<file path="src/rtl/pwrseq_pkg.sv">
// Package: shared state and phase encodings for the module power sequencer.
// Assumes: nothing beyond IEEE 1800-2017 packages.
package pwrseq_pkg;

    // Sequencer states, in power-up order.
    typedef enum logic [2:0] {
        ST_OFF      = 3'd0,
        ST_WAIT_IO  = 3'd1,
        ST_SETTLE   = 3'd2,
        ST_RUNNING  = 3'd3,
        ST_SHUTDOWN = 3'd4
    } seq_state_t;

    // Pin-state phase codes seen by the host.
    localparam logic [1:0] PH_OFF = 2'b00;
    localparam logic [1:0] PH_POR = 2'b01;
    localparam logic [1:0] PH_RUN = 2'b10;

endpackage

</file>
<file path="src/rtl/pwrseq_sync.sv">
// Module: multi-bit level synchronizer, one flop chain per bit.
// Assumes: each bit is a slow level (power-good, request) with no
// relation between bits, so per-bit synchronization is sufficient.
// STAGES = 0 selects a plain pass-through.
module pwrseq_sync #(
    parameter int WIDTH  = 3,
    parameter int STAGES = 2
) (
    input  logic             clk,
    input  logic             rst_n,
    input  logic [WIDTH-1:0] d_async,
    output logic [WIDTH-1:0] q_sync
);
    generate
        if (STAGES == 0) begin : g_bypass
            assign q_sync = d_async;
        end else begin : g_chain
            logic [WIDTH-1:0] stage_q [STAGES];

            // Shift each bit through the flop chain; cleared in reset.
            always_ff @(posedge clk) begin
                if (!rst_n) begin
                    for (int i = 0; i < STAGES; i++) stage_q[i] <= '0;
                end else begin
                    stage_q[0] <= d_async;
                    for (int i = 1; i < STAGES; i++) stage_q[i] <= stage_q[i-1];
                end
            end

            assign q_sync = stage_q[STAGES-1];
        end
    endgenerate
endmodule

</file>
<file path="src/rtl/pwrseq_settle_timer.sv">
// Module: oscillator-settle cycle counter.
// Assumes: run is held high for the whole interval; dropping run clears the
// count, so every interval starts from zero. done is high in the cycle whose
// count equals LIMIT-1, which lets the FSM leave on the following edge,
// LIMIT cycles after entry.
module pwrseq_settle_timer #(
    parameter int LIMIT = 500000
) (
    input  logic clk,
    input  logic rst_n,
    input  logic run,
    output logic done
);
    localparam int CW = (LIMIT < 2) ? 1 : $clog2(LIMIT);
    localparam logic [CW-1:0] LAST = CW'(LIMIT - 1);

    logic [CW-1:0] cnt_q;

    // Count up while running, hold at the last value, clear when idle.
    always_ff @(posedge clk) begin
        if (!rst_n || !run) cnt_q <= '0;
        else if (cnt_q != LAST) cnt_q <= cnt_q + 1'b1;
    end

    assign done = run && (cnt_q == LAST);
endmodule

</file>
<file path="src/rtl/pwrseq_fault_mon.sv">
// Module: rail-order fault monitor.
// Assumes: inputs are already synchronized. A rising I/O power-good seen
// while battery power-good is low sets a sticky flag that only reset clears.
module pwrseq_fault_mon (
    input  logic clk,
    input  logic rst_n,
    input  logic vbat_s,
    input  logic vio_s,
    output logic fault
);
    logic vio_prev_q;
    logic fault_q;

    // Track the previous I/O good level and latch ordering violations.
    always_ff @(posedge clk) begin
        if (!rst_n) begin
            vio_prev_q <= 1'b0;
            fault_q    <= 1'b0;
        end else begin
            vio_prev_q <= vio_s;
            if (vio_s && !vio_prev_q && !vbat_s) fault_q <= 1'b1;
        end
    end

    assign fault = fault_q;
endmodule

</file>
<file path="src/rtl/pwrseq_fsm.sv">
// Module: power-up/down sequencing state machine.
// Assumes: synchronized inputs; settle_done comes from a timer that runs
// while settle_run is high. Pin outputs are registered from the next-state
// decode, so they change on the same edge as the state and never glitch.
module pwrseq_fsm
    import pwrseq_pkg::*;
(
    input  logic       clk,
    input  logic       rst_n,
    input  logic       req_s,
    input  logic       vbat_s,
    input  logic       vio_s,
    input  logic       settle_done,
    output logic       settle_run,
    output logic       en_o,
    output logic       rstn_o,
    output logic       io_req_o,
    output logic [1:0] phase_o
);
    seq_state_t state_q, state_nx;
    logic       keep_up;

    assign keep_up = req_s && vbat_s;

    // Next-state selection from the present state and synchronized inputs.
    always_comb begin
        state_nx = state_q;
        case (state_q)
            ST_OFF:      if (keep_up) state_nx = ST_WAIT_IO;
            ST_WAIT_IO: begin
                if (!keep_up)   state_nx = ST_OFF;
                else if (vio_s) state_nx = ST_SETTLE;
            end
            ST_SETTLE: begin
                if (!keep_up || !vio_s) state_nx = ST_OFF;
                else if (settle_done)   state_nx = ST_RUNNING;
            end
            ST_RUNNING:  if (!keep_up || !vio_s) state_nx = ST_SHUTDOWN;
            ST_SHUTDOWN: state_nx = ST_OFF;
            default:     state_nx = ST_OFF;
        endcase
    end

    // State register and registered pin decode of the next state.
    always_ff @(posedge clk) begin
        if (!rst_n) begin
            state_q  <= ST_OFF;
            en_o     <= 1'b0;
            rstn_o   <= 1'b0;
            io_req_o <= 1'b0;
            phase_o  <= PH_OFF;
        end else begin
            state_q  <= state_nx;
            en_o     <= (state_nx == ST_SETTLE) || (state_nx == ST_RUNNING);
            rstn_o   <= (state_nx == ST_RUNNING);
            io_req_o <= (state_nx != ST_OFF);
            case (state_nx)
                ST_SETTLE:  phase_o <= PH_POR;
                ST_RUNNING: phase_o <= PH_RUN;
                default:    phase_o <= PH_OFF;
            endcase
        end
    end

    assign settle_run = (state_q == ST_SETTLE);
endmodule

</file>
<file path="src/rtl/host_pwr_seq.sv">
// Module: top of the host-side module power sequencer.
// Assumes: pwr_req, vbat_good and vio_good are asynchronous levels;
// CLK_FREQ_HZ is a whole number of MHz so the settle count is exact.
// Ties the synchronizer, settle timer, fault monitor and FSM together.
module host_pwr_seq #(
    parameter int CLK_FREQ_HZ = 100_000_000,
    parameter int SETTLE_US   = 5000,
    parameter int SYNC_STAGES = 2
) (
    input  logic       clk,
    input  logic       rst_n,
    input  logic       pwr_req,
    input  logic       vbat_good,
    input  logic       vio_good,
    output logic       mod_enable,
    output logic       mod_reset_n,
    output logic       io_rail_req,
    output logic [1:0] phase,
    output logic       fault
);
    localparam int CYC_PER_US = CLK_FREQ_HZ / 1_000_000;
    localparam int SETTLE_CYC = (CYC_PER_US * SETTLE_US < 1) ? 1 : CYC_PER_US * SETTLE_US;

    logic [2:0] in_sync;
    logic       settle_run;
    logic       settle_done;

    pwrseq_sync #(.WIDTH(3), .STAGES(SYNC_STAGES)) u_sync (
        .clk     (clk),
        .rst_n   (rst_n),
        .d_async ({pwr_req, vbat_good, vio_good}),
        .q_sync  (in_sync)
    );

    pwrseq_settle_timer #(.LIMIT(SETTLE_CYC)) u_timer (
        .clk   (clk),
        .rst_n (rst_n),
        .run   (settle_run),
        .done  (settle_done)
    );

    pwrseq_fault_mon u_fault (
        .clk    (clk),
        .rst_n  (rst_n),
        .vbat_s (in_sync[1]),
        .vio_s  (in_sync[0]),
        .fault  (fault)
    );

    pwrseq_fsm u_fsm (
        .clk         (clk),
        .rst_n       (rst_n),
        .req_s       (in_sync[2]),
        .vbat_s      (in_sync[1]),
        .vio_s       (in_sync[0]),
        .settle_done (settle_done),
        .settle_run  (settle_run),
        .en_o        (mod_enable),
        .rstn_o      (mod_reset_n),
        .io_req_o    (io_rail_req),
        .phase_o     (phase)
    );
endmodule

</file>
<file path="config.mk">
export PLATFORM = sky130hd
export DESIGN_NAME = host_pwr_seq
export DESIGN_NICKNAME = d
export VERILOG_FILES = /design/src/rtl/pwrseq_pkg.sv /design/src/rtl/pwrseq_sync.sv /design/src/rtl/pwrseq_settle_timer.sv /design/src/rtl/pwrseq_fault_mon.sv /design/src/rtl/pwrseq_fsm.sv /design/src/rtl/host_pwr_seq.sv
export SDC_FILE = /design/constraint.sdc
export NUM_CORES = 1
export LEC_CHECK = 0
export BUFFER_PORTS_ARGS = -buffer_cell sky130_fd_sc_hd__clkbuf_2
export CAP_MARGIN = 20
export CORE_ASPECT_RATIO = 1.25
export CORE_MARGIN = 2
export CORE_UTILIZATION = 55
export CTS_BUF_LIST = sky130_fd_sc_hd__clkbuf_4
export DETAILED_ROUTE_END_ITERATION = 12
export MAX_ROUTING_LAYER = met4
export PLACE_DENSITY = 0.8
export REMOVE_ABC_BUFFERS = 1
export SYNTH_ARGS = -nofsm -noshare
export SYNTH_HDL_FRONTEND = slang
export SYNTH_SLANG_ARGS = --single-unit
</file>
<file path="constraint.sdc">
create_clock -name clk -period 2.3 [get_ports clk]
set_input_delay 0.115 -clock clk [delete_from_list [all_inputs] [get_ports clk]]
set_output_delay 0.115 -clock clk [all_outputs]
set_load 0.005 [all_outputs]
</file>
==> impl_metrics.py, run 1 <==
metrics = {
    "yosys": {
        "ys_top_cells_by_area": "dfxtp_1 46%, nand3_1 4.0%, a21oi_1 3.4%, and2_1 3.4%, nand2_1 2.8%",
        "synth_compound_area_frac": 0.138,
        "synth_top_family_by_area": "simple AND/OR/NAND/NOR gates",
        "synth-edff-count": 0,
        "synthXorXnorAreaFrac": 0.0354,
        "synth-main-ff-cell": "dfxtp_1",
        "synth.most_common_cell": "dfxtp_1",
        "syn_area_sq_mm": 0.00149,
        "synth-adder-area-share": 0.00842,
        "syn-instance-count": 160,
        "synth_top_area_cell": "dfxtp_1",
        "synthMuxAreaShare": 0,
        "synthSimpleGateAreaFrac": 0.338,
        "ys_seq_area_frac": 0.458,
        "ys_warn_count": 0,
        "synth_area_per_cell_sq_um": 9.29,
        "synth_commonest_cells": "34 x dfxtp_1, 12 x nand3_1, 11 x nand2_1, 10 x a21oi_1, 10 x nor2_1",
        "synth-seq-cells": 34,
        "ys_types": 41,
        "netlist.area_leader.share": 0.458,
        "ys_async_sr_fraction": 0,
    },
    "critical_path": {
        "crit_fanout": 6,
        "cpMaxStageDelayCell": "or4b_1",
        "max_stage_delay_ns": 0.48,
        "crit_path_start_kind": "register",
        "end_kind": "register",
        "critPathArrivalTime_ns": 2.22,
        "path_cells": "ha_1 > nand2_1 > nor4_2 > or4b_1 > a21oi_1",
        "cp_data_required_time_ns": 2.58,
        "crit_type": "register to register",
    },
    "clock_tree": {
        "cts_tree": "built",
        "cts_buffers": 5,
        "clk_path_buf_depth": 2,
        "clk_pin_slew_ns": 0.10,
        "clkLatencyLatePin_ns": 0.34,
        "ctsHtreeMaxLevel": 2,
        "cts_root_buf": "clkbuf_4",
        "clock_sinks": 34,
        "postCtsSetupRepairBufs": 0,
        "cts_resized": 0,
    },
    "routing": {
        "drc": 0,
        "antenna_left": 0,
        "dr.pass1.iters": 6,
        "via_per_inst": 6.00,
        "wl_per_cell_um": 13.3,
        "vias": 1247,
        "drtIter0Drc": 35,
        "drt-total-wl_um": 2760,
    },
    "power_and_ir_drop": {
        "p_leak_nw": 0.563,
        "power_mw": 0.913,
        "ir_drop_uv": 321,
        "p_per_area_mw_per_mm2": 560,
    },
    "placement": {
        "numPortBuffers": 10,
        "gp_congestion": 0.907,
        "dpl.hpwl_um": 2010,
    },
    "sta": {
        "slew_headroom": 0.677,
        "skew_ns": 0.00872,
        "hold_violations": 0,
        "slew_viol_final": 0,
        "tightest_slew_ns": 0.480,
        "min_period_ns": 1.94,
        "setup_tns_ns": 0,
        "fmax_ghz": 0.516,
        "min_period_over_period": 0.843,
        "grt_setup_unrepaired": "false",
        "finalSetupViolCount": 0,
    },
    "global_route": {
        "antenna_found_initial": 0,
        "grt_pass1_vias": 1120,
        "met1_usage": 0.239,
        "grt_overflow_total": 0,
        "grt.busiest_layer": "met2",
        "grtUsageMet2": 0.324,
        "grt_pass1_wl_um": 4880,
        "grt_usage": 0.210,
        "grt_max_degree": 13,
        "met3_usage": 0.0793,
    },
    "floorplan": {
        "die-width_um": 50.5,
        "num_io_pins": 11,
        "num_rows": 21,
        "die_h_um": 62.1,
        "core_sq_mm": 0.00263,
        "start_util": 0.566,
        "die_area_sq_mm": 0.00314,
    },
    "finish": {
        "fin_nets": 179,
        "drive_gt1_frac": 0.144,
        "area_growth_pct": 9.76,
        "diodes": 0,
    },
    "outcome": {
        "status": "completed",
    },
    "min_path": {
        "hold_path_class": "input port to register",
    },
    "run": {
        "drv_cap": 0,
    },
}
-- flip-flops by register name, indices dropped and copies added (netlist names) --
register and flops:
u_timer.cnt_q 19, u_fault.fault 1, u_fsm.phase_o 2, u_fsm.io_req_o 1, u_sync.g_chain.stage_q 6, u_fault.vio_prev_q 1
u_fsm.en_o 1, u_fsm.state_q 3
-- metal layers --
layer  part of all wire  vias to the layer above
met5                  0                        -
li1                   -                      617
met2               0.51                       30
met3              0.053                        6
met1               0.41                      594
met4              0.020                        0
-- critical path, delay by kind of cell, from the launching register on --
kind,cells,cell delay (ns)
and+or+nand+nor,3,1.06
adders and majority gates,1,0.27
AOI/OAI and AO/OA,1,0.14
DFF,1,0.40
-- cells by family (layout without fill, tap and decap cells) --
family | after synthesis | count (layout)
fa+ha+maj | 1 | 1
compound gates | 32 | 32
flops | 34 | 34
buf+inv | 8 | 22
xor+xnor | 6 | 6
simple gates | 79 | 79
-- path summary, 6_finish.rpt --
path                                                start                                       to  slack [ns]  depth (start not counted)
setup / recovery            u_timer.cnt_q[0]$_SDFFE_PP0P_           u_timer.cnt_q[18]$_SDFFE_PP0P_        0.36                          5
hold / removal                                      rst_n               u_fault.fault$_SDFFE_PN0P_        0.09                          2
setup reg to reg            u_timer.cnt_q[0]$_SDFFE_PP0P_           u_timer.cnt_q[18]$_SDFFE_PP0P_        0.36                          5
hold reg to reg   u_sync.g_chain.stage_q[0][0]$_SDFF_PN0_  u_sync.g_chain.stage_q[0][3]$_SDFF_PN0_        0.45                          1
-- where the power goes --
group | switching (mW) | internal (mW) | leakage, nW
Clock | 0.190 | 0.109 | 0.0277
Combinational | 0.00667 | 0.0105 | 0.260
Sequential | 0.00304 | 0.595 | 0.275
Total | 0.199 | 0.714 | 0.563
-- layout by cell type (no fill, tap or decap), types with 2 or more instances in the layout --
master         Yosys  routed
dfxtp_1           34      34
nand3_1           12      12
nand2_1           11      11
nor2_1            10      10
a21oi_1           10      10
clkbuf_2           0      10
and2_1             8       8
and3_1             5       5
clkbuf_4           0       5
xor2_1             4       4
nor3_1             4       4
or4_1              4       4
o21ai_0            4       4
o21a_1             4       4
nand2b_1           3       3
clkinv_1           0       3
dlygate4sd3_1      0       3
nor2b_1            2       2
nand4bb_1          2       2
nand4_1            2       2
xnor2_1            2       2
or4b_1             2       2
o41ai_1            2       2
a31oi_1            2       2
o21ai_1            2       2
a21oi_2            2       2
nor4_2             2       2
o31ai_1            2       2
a31o_1             2       2
or3_1              2       2
-- metrics by stage --
| step | cells | worst slack, ns | util | hold slack [ns] | area [sq um] |
|---|---|---|---|---|---|
| 2_1_floorplan | 152 | 0.564 | - | 0.233 | 1450 |
| 3_3_place_gp | 197 | 0.504 | 0.591 | 0.321 | 1550 |
| 3_5_place_dp | 197 | 0.438 | 0.591 | 0.334 | 1550 |
| 4_1_cts | 208 | 0.405 | 0.621 | 0.0913 | 1630 |
| 5_1_grt | 208 | 0.267 | 0.621 | 0.108 | 1630 |
| 6_report | 208 | 0.360 | 0.621 | 0.0943 | 1630 |
-- repair_timing --
action | in CTS | in global routing
hold buffers | 3 | 0
endpoints found under the hold margin | 3 | 0
endpoints found under the setup margin | 0 | 0
-- layout make-up --
type                       instances  area [sq um]
timing repair buffer              14          87.6
clock buffer                       5          37.5
sequential                        34           681
fill                             235           996
tap                               34          42.5
clock inverter                     3          11.3
multi-input combinational        118           772
No activity file was read; power rests on OpenSTA's default activity.
==> run 2: changes to the inputs <==
Clock period 2.3 ns to 2 ns, I/O delays scaled along.
==> impl_metrics.py, run 2 (same netlist as run 1, synthesis figures left out) <==
metrics = {
    "sta": {
        "min_period_ns": 1.84,
        "setup_ws_ns": 0.162,
        "slew_headroom": 0.734,
        "skew_ns": 0.00410,
        "fmax_ghz": 0.544,
        "grt_setup_unrepaired": "false",
        "tightest_slew_ns": 0.396,
        "slew_viol_final": 0,
        "hold_violations": 0,
        "setup_tns_ns": 0,
        "min_period_over_period": 0.919,
        "finalSetupViolCount": 0,
    },
    "floorplan": {
        "die_h_um": 62.1,
        "num_rows": 21,
        "start_util": 0.566,
        "die_area_sq_mm": 0.00314,
        "num_io_pins": 11,
        "die-width_um": 50.5,
        "core_sq_mm": 0.00263,
    },
    "critical_path": {
        "end_kind": "register",
        "cp_data_required_time_ns": 2.22,
        "cpMaxStageDelayCell": "or4_1",
        "critPathArrivalTime_ns": 2.06,
        "crit_buf_inv": 0,
        "cp_common_cell": "nor3_1",
        "critPathTopFamily": "simple AND/OR/NAND/NOR gates",
        "path_cells": "or4b_4 > or4_1 > nor3_1 > nor3_1",
        "max_stage_delay_ns": 0.53,
        "crit_type": "register to register",
        "crit_fanout": 7,
        "crit_path_start_kind": "register",
    },
    "placement": {
        "numPortBuffers": 10,
        "gp_congestion": 0.946,
        "dp_cells": 199,
        "place_ws_ns": 0.164,
        "placed_area_sq_mm": 0.00157,
        "dpl.hpwl_um": 2170,
    },
    "finish": {
        "layout_common_cells": "34 x dfxtp_1, 12 x nand3_1, 11 x nand2_1",
        "instances_no_fill": 209,
        "fin_area_sq_mm": 0.00165,
        "drive_gt1_frac": 0.166,
        "diodes": 0,
        "top_regs": "u_timer.cnt_q: 19 flops, u_sync.g_chain.stage_q: 6 flops, u_fsm.state_q: 3 flops",
        "largest_reg_flops": 19,
        "top_register": "u_timer.cnt_q",
        "mostFrequentLayoutCell": "dfxtp_1",
        "area_growth_pct": 10.7,
        "num-fill-cells": 215,
        "fin_nets": 181,
    },
    "power_and_ir_drop": {
        "switching_share": 0.221,
        "power_mw": 1.05,
        "p_per_area_mw_per_mm2": 641,
        "pwr-share-seq": 0.652,
        "p_switching_mw": 0.233,
        "p_int_mw": 0.822,
        "p_leak_nw": 0.576,
        "ir_drop_uv": 391,
        "p_comb_frac": 0.019,
        "p_clk_frac": 0.329,
    },
    "clock_tree": {
        "clk_pin_slew_ns": 0.10,
        "clkLatencyLatePin_ns": 0.34,
        "cts_buffers": 5,
        "cts_resized": 0,
        "clk_path_buf_depth": 2,
        "cts_root_buf": "clkbuf_4",
        "postCtsSetupRepairBufs": 0,
        "cts_tree": "built",
        "clock_sinks": 34,
        "ctsHtreeMaxLevel": 2,
    },
    "routing": {
        "via_per_inst": 5.92,
        "drt-total-wl_um": 2990,
        "drtIter0Drc": 44,
        "antenna_left": 0,
        "wl_per_cell_um": 14.3,
        "vias": 1238,
        "dr.pass1.iters": 4,
        "drc": 0,
    },
    "global_route": {
        "grt_usage": 0.218,
        "grt_overflow_total": 0,
        "grt_pass1_vias": 1157,
        "antenna_found_initial": 0,
        "grt_pass1_wl_um": 5020,
        "grt_max_degree": 13,
    },
    "min_path": {
        "hold_path_class": "input port to register",
    },
    "outcome": {
        "status": "completed",
    },
    "run": {
        "drv_cap": 0,
    },
}
==> run 2: timing repair <==
| item | CTS | global route |
|---|---|---|
| hold buffers | 3 | 0 |
| setup endpoints to repair | 0 | 0 |
| hold endpoints to repair | 3 | 0 |
==> run 2: layout make-up <==
cell class	instances	area, sq um	area share
repair buffers	16	103	0.0624
flip-flops and latches	34	681	0.414
clock inverters	2	10.0	0.00608
clock buffers	5	37.5	0.0228
well taps	34	42.5	0.0259
multi-input cells	118	772	0.469
==> run 2: metrics by stage <==
step | util | hold slack [ns]
5_1_grt | 0.626 | 0.129
3_5_place_dp | 0.597 | 0.315
2_1_floorplan | - | 0.218
6_report | 0.626 | 0.0957
4_1_cts | 0.626 | 0.0920
3_3_place_gp | 0.597 | 0.306
==> run 2: per-layer routing <==
metal	track usage	routed length [um]	vias up
met5	-	0	-
met4	0.122	85	0
met3	0.0745	135	9
met2	0.357	1550	25
met1	0.223	1210	587
li1	-	-	617
==> run 2: final timing paths <==
| kind | startpoint | to | slack, ns | cells past startpoint |
|---|---|---|---|---|
| setup / recovery | u_timer.cnt_q[13]$_SDFFE_PP0P_ | u_timer.cnt_q[0]$_SDFFE_PP0P_ | 0.16 | 4 |
| hold / removal | rst_n | u_fault.fault$_SDFFE_PN0P_ | 0.1 | 2 |
| setup reg to reg | u_timer.cnt_q[13]$_SDFFE_PP0P_ | u_timer.cnt_q[0]$_SDFFE_PP0P_ | 0.16 | 4 |
| hold reg to reg | u_sync.g_chain.stage_q[0][2]$_SDFF_PN0_ | u_sync.g_chain.stage_q[0][5]$_SDFF_PN0_ | 0.44 | 1 |
==> run 2: power by group through the flow <==
stage                     Combinational, mW  Clock, mW  Sequential (mW)
after floorplan                     0.00745          0            0.702
after CTS                            0.0206      0.359            0.688
after global routing                 0.0227      0.386            0.689
final                                0.0205      0.347            0.688
after detailed placement             0.0160          0            0.703
after global placement               0.0144          0            0.703
==> run 3: changes to the inputs <==
Settings changed: CORE_UTILIZATION 55 to 61, PLACE_DENSITY 0.8 to 0.87.
==> impl_metrics.py, run 3 (same netlist as run 1, synthesis figures left out) <==
metrics = {
    "sta": {
        "fmax_ghz": 0.534,
        "skew_ns": 0.00955,
        "tightest_slew_ns": 0.417,
        "slew_headroom": 0.720,
        "grt_setup_unrepaired": "false",
        "hold_slack_ns": 0.0874,
        "hold_violations": 0,
        "min_period_ns": 1.87,
        "setup_ws_ns": 0.129,
        "slew_viol_final": 0,
        "setup_tns_ns": 0,
        "finalSetupViolCount": 0,
        "min_period_over_period": 0.935,
    },
    "placement": {
        "dp_cells": 198,
        "gp_congestion": 0.891,
        "dpl.hpwl_um": 2070,
        "place_ws_ns": 0.148,
        "placed_area_sq_mm": 0.00157,
        "numPortBuffers": 10,
    },
    "min_path": {
        "hold_path_class": "input port to register",
        "min_path_cells": 2,
    },
    "finish": {
        "utilization": 0.694,
        "seqCellArea_sq_um": 681,
        "fin_area_sq_mm": 0.00165,
        "fin_nets": 181,
        "top_regs": "u_timer.cnt_q: 19 flops, u_sync.g_chain.stage_q: 6 flops, u_fsm.state_q: 3 flops",
        "mostFrequentLayoutCell": "dfxtp_1",
        "diodes": 0,
        "layout_common_cells": "34 x dfxtp_1, 12 x nand3_1, 11 x nand2_1",
        "largest_reg_flops": 19,
        "num-fill-cells": 184,
        "instances_no_fill": 209,
        "multiInputGateArea_sq_um": 772,
        "drive_gt1_frac": 0.165,
        "area_growth_pct": 11.0,
        "top_register": "u_timer.cnt_q",
    },
    "critical_path": {
        "max_stage_delay_ns": 0.52,
        "crit_type": "register to register",
        "r2r_cells": 4,
        "crit_path_start_kind": "register",
        "crit_fanout": 7,
        "path_cells": "or4b_4 > nor4_4 > a21oi_2 > nor4_2",
        "cp_data_required_time_ns": 2.25,
        "cpMaxStageDelayCell": "or4b_4",
        "critPathArrivalTime_ns": 2.12,
        "end_kind": "register",
    },
    "floorplan": {
        "die-width_um": 48.2,
        "die_h_um": 59.2,
        "die_area_sq_mm": 0.00285,
        "start_util": 0.625,
        "num_rows": 20,
        "core_sq_mm": 0.00238,
        "num_io_pins": 11,
    },
    "global_route": {
        "grt_max_degree": 13,
        "grt_pass1_wl_um": 4990,
        "grt_pass1_vias": 1181,
        "grt_usage": 0.258,
        "antenna_found_initial": 0,
        "grt_overflow_total": 0,
    },
    "routing": {
        "drt-total-wl_um": 2910,
        "dr.pass1.iters": 4,
        "vias": 1236,
        "antenna_left": 0,
        "wl_per_cell_um": 13.9,
        "via_per_inst": 5.91,
        "drtIter0Drc": 35,
        "drc": 0,
    },
    "clock_tree": {
        "clkLatencyLatePin_ns": 0.34,
        "cts_tree": "built",
        "clk_path_buf_depth": 2,
        "cts_root_buf": "clkbuf_4",
        "ctsHtreeMaxLevel": 2,
        "cts_buffers": 5,
        "cts_resized": 0,
        "clk_pin_slew_ns": 0.10,
        "clock_sinks": 34,
    },
    "outcome": {
        "status": "completed",
    },
    "power_and_ir_drop": {
        "p_leak_nw": 0.580,
        "power_mw": 1.07,
        "ir_drop_uv": 517,
        "p_per_area_mw_per_mm2": 650,
    },
    "run": {
        "drv_cap": 0,
    },
}
[run 3: cell count changes in the layout (fill, tap and decap cells not counted), sizes merged]
cell / delta
clkbuf: +1
[run 3: where the power goes]
group,internal [mW],total [mW],switching (mW),leakage (nW)
clock,0.145,0.365,0.220,0.0331
sequential,0.684,0.687,0.00308,0.275
combinational,0.0121,0.0202,0.00807,0.271
total,0.841,1.07,0.231,0.580
[run 3: layer usage]
| layer | routed length (um) | global-route usage | up-vias |
|---|---|---|---|
| met5 | 0 | - | - |
| met1 | 1200 | 0.269 | 585 |
| met4 | 98 | 0.147 | 0 |
| met2 | 1500 | 0.395 | 24 |
| li1 | - | - | 614 |
| met3 | 109 | 0.107 | 13 |
[run 3: cell type report]
class	instances	share of cell area
multi-input cells	118	0.468
flip-flops and latches	34	0.412
repair buffers	16	0.0622
clock buffers	6	0.0273
well taps	33	0.0250
clock inverters	2	0.00531
[run 3: worst max-delay path, delay by kind of cell, from the launching register on]
family             cells  cell delay, ns
AOI/OAI and AO/OA      1            0.13
DFF                    1            0.42
and+or+nand+nor        3            1.24
[run 3: timing repair]
item / CTS / global route
setup buffers: 0 / 0
hold buffers: 3 / 0
hold endpoints to repair: 3 / 0
[run 3: worst paths after layout]
path,startpoint,endpoint,slack (ns)
hold / removal,rst_n,u_fault.fault$_SDFFE_PN0P_,0.09
setup / recovery,u_timer.cnt_q[13]$_SDFFE_PP0P_,u_fsm.state_q[0]$_SDFF_PN0_,0.13
setup reg to reg,u_timer.cnt_q[13]$_SDFFE_PP0P_,u_fsm.state_q[0]$_SDFF_PN0_,0.13
hold reg to reg,u_sync.g_chain.stage_q[0][1]$_SDFF_PN0_,u_sync.g_chain.stage_q[0][4]$_SDFF_PN0_,0.43
